<file path="src/rtl/cfw_pkg.sv">
package cfw_pkg;
  localparam int unsigned BYTE_W = 8;
  localparam int unsigned WORD_W = 32;

  // Reset vector address for a given prefix value.
  function automatic logic [WORD_W-1:0] vector_for(input logic pfx,
                                                   input logic [WORD_W-1:0] hi_base,
                                                   input logic [WORD_W-1:0] offs);
    return (pfx ? hi_base : '0) + offs;
  endfunction

  // Byte address of read number n.
  function automatic int unsigned read_addr(input int unsigned n, input int unsigned stride);
    return n * stride;
  endfunction
endpackage

</file>
<file path="src/rtl/cfw_seq.sv">
module cfw_seq #(
  parameter int unsigned ADDR_W    = 16,
  parameter int unsigned NUM_READS = 32,
  parameter int unsigned STRIDE    = 8,
  localparam int unsigned IDX_W    = $clog2(NUM_READS)
) (
  input  logic              clk,
  input  logic              rst_n,
  input  logic              rd_ack,
  output logic              rd_req,
  output logic [ADDR_W-1:0] rd_addr,
  output logic              take,
  output logic [IDX_W-1:0]  take_idx,
  output logic              done
);
  logic [IDX_W-1:0] idx;
  logic             last;

  assign rd_req   = !done;
  assign take     = rd_req && rd_ack;
  assign take_idx = idx;
  assign last     = (idx == IDX_W'(NUM_READS - 1));
  assign rd_addr  = ADDR_W'(cfw_pkg::read_addr(int'(idx), STRIDE));

  always_ff @(posedge clk or negedge rst_n) begin
    if (!rst_n) begin
      idx  <= '0;
      done <= 1'b0;
    end else if (take) begin
      if (last) done <= 1'b1;
      else      idx  <= idx + 1'b1;
    end
  end

  a_r3_hold_until_ack: assert property (@(posedge clk) disable iff (!rst_n)
    rd_req && !rd_ack |=> rd_req && $stable(rd_addr));
  a_r2_addr_step: assert property (@(posedge clk) disable iff (!rst_n)
    take && !last |=> rd_addr == $past(rd_addr) + ADDR_W'(STRIDE));
  a_r6_done_sticky: assert property (@(posedge clk) disable iff (!rst_n)
    done |=> done && !rd_req);
  a_r6_done_after_last: assert property (@(posedge clk) disable iff (!rst_n)
    take && last |=> $rose(done));
endmodule

</file>
<file path="src/rtl/cfw_pack.sv">
module cfw_pack #(
  parameter int unsigned NUM_WORDS = 8,
  parameter int unsigned BPW       = 4,
  parameter int unsigned IDX_W     = 5,
  localparam int unsigned WORD_W   = cfw_pkg::WORD_W,
  localparam int unsigned BYTE_W   = cfw_pkg::BYTE_W
) (
  input  logic                          clk,
  input  logic                          rst_n,
  input  logic                          take,
  input  logic [IDX_W-1:0]              take_idx,
  input  logic [BYTE_W-1:0]             byte_in,
  output logic [NUM_WORDS*WORD_W-1:0]   words
);
  for (genvar g = 0; g < NUM_WORDS; g++) begin : g_word
    for (genvar b = 0; b < BPW; b++) begin : g_byte
      logic hit;
      assign hit = take && (take_idx == IDX_W'(g*BPW + b));
      always_ff @(posedge clk or negedge rst_n) begin
        if (!rst_n)   words[g*WORD_W + WORD_W-1-BYTE_W*b -: BYTE_W] <= '0;
        else if (hit) words[g*WORD_W + WORD_W-1-BYTE_W*b -: BYTE_W] <= byte_in;
      end
    end
  end

  a_r5_hold_without_take: assert property (@(posedge clk) disable iff (!rst_n)
    !take |=> $stable(words));
endmodule

</file>
<file path="src/rtl/cfw_decode.sv">
module cfw_decode #(
  parameter int unsigned PFX_POS  = 20,
  parameter logic [31:0] HI_BASE  = 32'hFFF0_0000,
  parameter logic [31:0] VEC_OFF  = 32'h0000_0100,
  localparam int unsigned WORD_W  = cfw_pkg::WORD_W,
  localparam int unsigned PFX_BIT = WORD_W - 1 - PFX_POS
) (
  input  logic              clk,
  input  logic              rst_n,
  input  logic              done,
  input  logic [WORD_W-1:0] word0,
  output logic              prefix_bit,
  output logic [WORD_W-1:0] reset_vector
);
  assign prefix_bit   = done && word0[PFX_BIT];
  assign reset_vector = done ? cfw_pkg::vector_for(prefix_bit, HI_BASE, VEC_OFF) : '0;

  a_r8_high_base: assert property (@(posedge clk) disable iff (!rst_n)
    done && prefix_bit |-> reset_vector - VEC_OFF == HI_BASE);
  a_r8_low_base: assert property (@(posedge clk) disable iff (!rst_n)
    done && !prefix_bit |-> reset_vector == VEC_OFF);
endmodule

</file>
<file path="src/rtl/cfg_word_fetch.sv">
module cfg_word_fetch #(
  parameter int unsigned ADDR_W    = 16,
  parameter int unsigned BUS_W     = 64,
  parameter int unsigned NUM_WORDS = 8,
  parameter int unsigned BPW       = 4,
  parameter int unsigned STRIDE    = 8,
  parameter int unsigned PFX_POS   = 20,
  localparam int unsigned WORD_W   = cfw_pkg::WORD_W,
  localparam int unsigned NUM_READS = NUM_WORDS * BPW,
  localparam int unsigned IDX_W    = $clog2(NUM_READS)
) (
  input  logic                            clk,
  input  logic                            rst_n,
  output logic                            rd_req,
  output logic [ADDR_W-1:0]               rd_addr,
  input  logic                            rd_ack,
  input  logic [BUS_W-1:0]                rd_data,
  output logic                            done,
  output logic [WORD_W-1:0]               master_word,
  output logic                            prefix_bit,
  output logic [WORD_W-1:0]               reset_vector,
  output logic [(NUM_WORDS-1)*WORD_W-1:0] slave_words
);
  logic                        take;
  logic [IDX_W-1:0]            take_idx;
  logic [NUM_WORDS*WORD_W-1:0] words;

  cfw_seq #(.ADDR_W(ADDR_W), .NUM_READS(NUM_READS), .STRIDE(STRIDE)) u_seq (
    .clk(clk), .rst_n(rst_n), .rd_ack(rd_ack), .rd_req(rd_req), .rd_addr(rd_addr),
    .take(take), .take_idx(take_idx), .done(done));

  cfw_pack #(.NUM_WORDS(NUM_WORDS), .BPW(BPW), .IDX_W(IDX_W)) u_pack (
    .clk(clk), .rst_n(rst_n), .take(take), .take_idx(take_idx),
    .byte_in(rd_data[cfw_pkg::BYTE_W-1:0]), .words(words));

  assign master_word = done ? words[WORD_W-1:0] : '0;
  assign slave_words = done ? words[NUM_WORDS*WORD_W-1:WORD_W] : '0;

  cfw_decode #(.PFX_POS(PFX_POS)) u_dec (
    .clk(clk), .rst_n(rst_n), .done(done), .word0(words[WORD_W-1:0]),
    .prefix_bit(prefix_bit), .reset_vector(reset_vector));

  a_r7_zero_before_done: assert property (@(posedge clk) disable iff (!rst_n)
    !done |-> master_word == '0 && slave_words == '0 && reset_vector == '0);
  a_r1_start_at_zero: assert property (@(posedge clk) disable iff (!rst_n)
    $rose(rst_n) |-> rd_req && rd_addr == '0);
endmodule

</file>
<file path="config.mk">
export PLATFORM = sky130hd
export DESIGN_NAME = cfg_word_fetch
export DESIGN_NICKNAME = d
export VERILOG_FILES = /design/src/rtl/cfw_pkg.sv /design/src/rtl/cfw_seq.sv /design/src/rtl/cfw_pack.sv /design/src/rtl/cfw_decode.sv /design/src/rtl/cfg_word_fetch.sv
export SDC_FILE = /design/constraint.sdc
export NUM_CORES = 1
export LEC_CHECK = 0
export BUFFER_PORTS_ARGS = -buffer_cell sky130_fd_sc_hd__buf_2
export CAP_MARGIN = 25
export CELL_PAD_IN_SITES_DETAIL_PLACEMENT = 1
export CELL_PAD_IN_SITES_GLOBAL_PLACEMENT = 1
export CORE_MARGIN = 2
export CORE_UTILIZATION = 41
export CTS_CLUSTER_SIZE = 25
export DETAILED_ROUTE_END_ITERATION = 8
export HOLD_SLACK_MARGIN = 0.08
export PLACE_DENSITY = 0.88
export SETUP_SLACK_MARGIN = 0.15
export SLEW_MARGIN = 20
export SYNTH_ARGS = -nofsm -noshare
export SYNTH_HDL_FRONTEND = slang
export SYNTH_SLANG_ARGS = --single-unit
</file>
<file path="constraint.sdc">
create_clock -name clk -period 2.1 [get_ports clk]
set_input_delay 0.42 -clock clk [delete_from_list [all_inputs] [get_ports clk]]
set_output_delay 0.42 -clock clk [all_outputs]
set_load 0.1 [all_outputs]
</file>
==> results.tsv <==
stage	metric	value	unit
floorplanning	die height	177	um
floorplanning	Die Wd	177	um
placement	DP Wirelength	28300	um
finish	Nets	1324	
setup_path	path depth of the worst reg2reg path	6	
floorplanning	io pins	374	
timing	Peak Freq	444	MHz
finish	FF/Latch Area	0.00657	mm^2
timing	Max-slew headroom	31.4	%
routing	final WL	51100	um
cts	CTS Buf Count	30	
timing	Fin. Hold Viols	0	
timing	period utilization	107	%
synth	synth top area cells	dfrtp_1 54%, mux2_2 23%, and2_1 13%	
cts	Max H-tree Level	1	
setup_path	nature of the critical path endpoint	output port	
global_routing	total track usage	29.6	%
timing	max-slew violations	0	
finish	Antenna diodes	0	
synth	register bit total from synthesis	262	
power	Power Dens Cells	530	mW/mm^2
cts	Clock Latency Late Sink	560	ps
routing	Vias	8854	
finish	utilization after layout	69.0	%
timing	final worst setup slack	-154	ps
cts	Clk Tree Root Cell	clkbuf_16	
cts	Max Root-Sink Buffers	3	
outcome	status	finished, violations left	
timing	Tmin final	2250	ps
cts	Clock transition at path regs	60	ps
timing	RSZ-0062 raised after global routing	yes	
setup_path	CP required	1680	ps
synth	Most used DFF post-synth	dfrtp_1	
power	leakage	9.79	nW
floorplanning	die area	0.0312	mm^2
run	Max-cap violations	0	
global_routing	GR Util met1	32.3	%
routing	initial drt markers	467	
routing	Avg WL per Cell	30.7	um
setup_path	data arrival time of the worst path	1830	ps
setup_path	top fanout value on the critical path	8	
synth	synth warn	0	
global_routing	total grt overflow	0	
synth	Mean Syn Cell Area	12.9	um^2
finish	multi-input logic area	0.00579	mm^2
placement	I/O Buffers	287	
placement	gp weighted congestion	0.758	
global_routing	vias in the first global route	10100	
timing	Tightest Pin Transition	1030	ps
synth	EDFF count, synth	0	
setup_path	CP Class	flop to output port	
placement	Place WS	113	ps
timing	Final setup viols	270	
global_routing	met2 usage	54.4	%
finish	Layout area overhead	66.4	%
synth	post-synthesis cell area	0.0122	mm^2
synth	leading area contributor after synthesis	dfrtp_1	
floorplanning	core area	0.0295	mm^2
synth	post-synth cell types	29	
cts	clk sinks	262	
synth	fraction of registers with async set/reset	100	%
hold_path	Hold/Removal Path Class	primary input to asynchronous set/reset pin	
routing	Detail Route Antenna Nets	0	
synth	Mapped Cells	951	
routing	vias per cell	5.32	
global_routing	largest net degree at the start of global routing	60	
placement	Cell Area, Placed	0.0184	mm^2
setup_path	startpoint types	flop	
global_routing	initial antenna violation count	0	
finish	cell area after layout	0.0203	mm^2
finish	Fill cells	2517	
timing	skew final	15.5	ps
floorplanning	Core Rows	63	
global_routing	grt met3 use	7.60	%
synth	Seq/Total Area, Yosys	53.7	%
finish	share of cells above drive strength 1	73.9	%
global_routing	GRT busiest layer	met2	
floorplanning	Initial Utilization	41.5	%
power	peak supply drop	674	uV
outcome	failing checks	negative setup slack	
cts	CTS tree	done	
routing	DRC errors left	0	
synth	Yosys top cell area share	53.7	%
global_routing	first-pass GRT wire length	68200	um
power	Tot Pwr	0.0108	W
routing	drt pass-1 iters	4	
timing	worst hold margin	379	ps
cells in the mapped netlist, drive strengths merged, types with 2 or more instances:
cell type,instances
dfrtp,262
and2,256
mux2,256
buf,54
clkbuf,54
nand2,18
nor2,12
ha,6
nor2b,6
and4bb,4
inv,4
nand4b,4
nor3,4
xnor2,3
nand2b,2
sequential cells by signal (all words and copies together) (netlist names):
| register | count |
|---|---|
| u_pack.words | 256 |
| u_seq.take_idx | 5 |
| u_seq.done | 1 |
logic make-up (layout without fill, tap and decap cells):
| family | count (synthesis) | in the layout | synth area share [%] |
|---|---|---|---|
| and+or+nand+nor | 309 | 309 | 16.8 |
| DFF | 262 | 262 | 53.7 |
| muxes | 257 | 257 | 23.7 |
| buffers and inverters | 112 | 406 | 5.01 |
| adders and majority gates | 6 | 6 | 0.614 |
| xor gates and xnor gates | 3 | 3 | 0.215 |
| other | 1 | 30 | 0.0307 |
| AOI/OAI and AO/OA | 1 | 1 | 0.0409 |
per-stage QoR:
| step | instances | setup TNS, ps |
|---|---|---|
| floorplan | 980 | -18050 |
| global placement | 1578 | 0 |
| detailed placement | 1578 | 0 |
| CTS | 1649 | -28840 |
| global route | 1664 | -33860 |
| finish | 1664 | -26070 |
final cells by class:
class	instances	share of cell area (%)
Clock buffer	50	4.61
Clock inverter	5	0.154
Inverter	4	0.0739
Multi-Input combinational cell	606	28.5
Sequential cell	262	32.3
Tap cell	390	2.40
Timing Repair Buffer	347	32.0
metal layers:
layer	vias to the layer above	share of wire [%]
li1	3674	-
met1	4677	36
met2	376	53
met3	127	6.4
met4	0	4.9
met5	-	0
cells in the final DEF (no fill, tap or decap), types with 4 or more instances in the layout:
cell type | Yosys | routed
buf_2 | 6 | 13
nand2_2 | 12 | 12
nand2_1 | 6 | 5
nand4b_4 | 2 | 4
clkbuf_16 | 0 | 37
inv_1 | 4 | 4
buf_16 | 0 | 9
buf_4 | 47 | 14
nor2b_1 | 6 | 4
ha_1 | 6 | 6
nor2_4 | 2 | 10
and2_4 | 0 | 168
conb_1 | 1 | 30
buf_12 | 0 | 284
buf_6 | 1 | 17
nor3_4 | 4 | 4
mux2_2 | 252 | 250
clkbuf_1 | 54 | 10
clkbuf_8 | 0 | 9
dfrtp_1 | 262 | 256
and2_2 | 0 | 88
mux2_1 | 4 | 4
worst max-delay path, cell delays in order (launching register included):
cell and delay (ps):
dfrtp_4 510, buf_6 130, buf_12 140, clkbuf_16 170, and2_4 150, buf_12 160
worst paths after layout:
kind	startpoint	end	slack, ps
max	u_seq.done	slave_words[132]	-150
min	rst_n	u_pack.words[186]	380
max reg2reg	u_seq.done	u_pack.words[157]	20
min reg2reg	u_pack.words[65]	u_pack.words[65]	490
max in group asynchronous	rst_n	u_pack.words[143]	860
min in group clk	rd_ack	u_seq.take_idx[4]	440
power breakdown:
part | total (W) | switching (W) | internal (W)
clock network | 0.00520 | 0.00218 | 0.00302
logic | 0.000530 | 0.000490 | 0.0000400
registers | 0.00505 | 0.00000367 | 0.00505
total | 0.0108 | 0.00267 | 0.00811
repair_timing:
| item | 4_1_cts | 5_1_grt |
|---|---|---|
| buffers inserted | 9 | 6 |
| endpoints found under the hold margin | 52 | 0 |
| cloned | 6 | 9 |
| pin swaps | 1 | 8 |
| resized for setup | 112 | 116 |
| endpoints found under the setup margin | 301 | 507 |
| hold buffers | 1 | 0 |
Power figures use the tool's default switching activity.
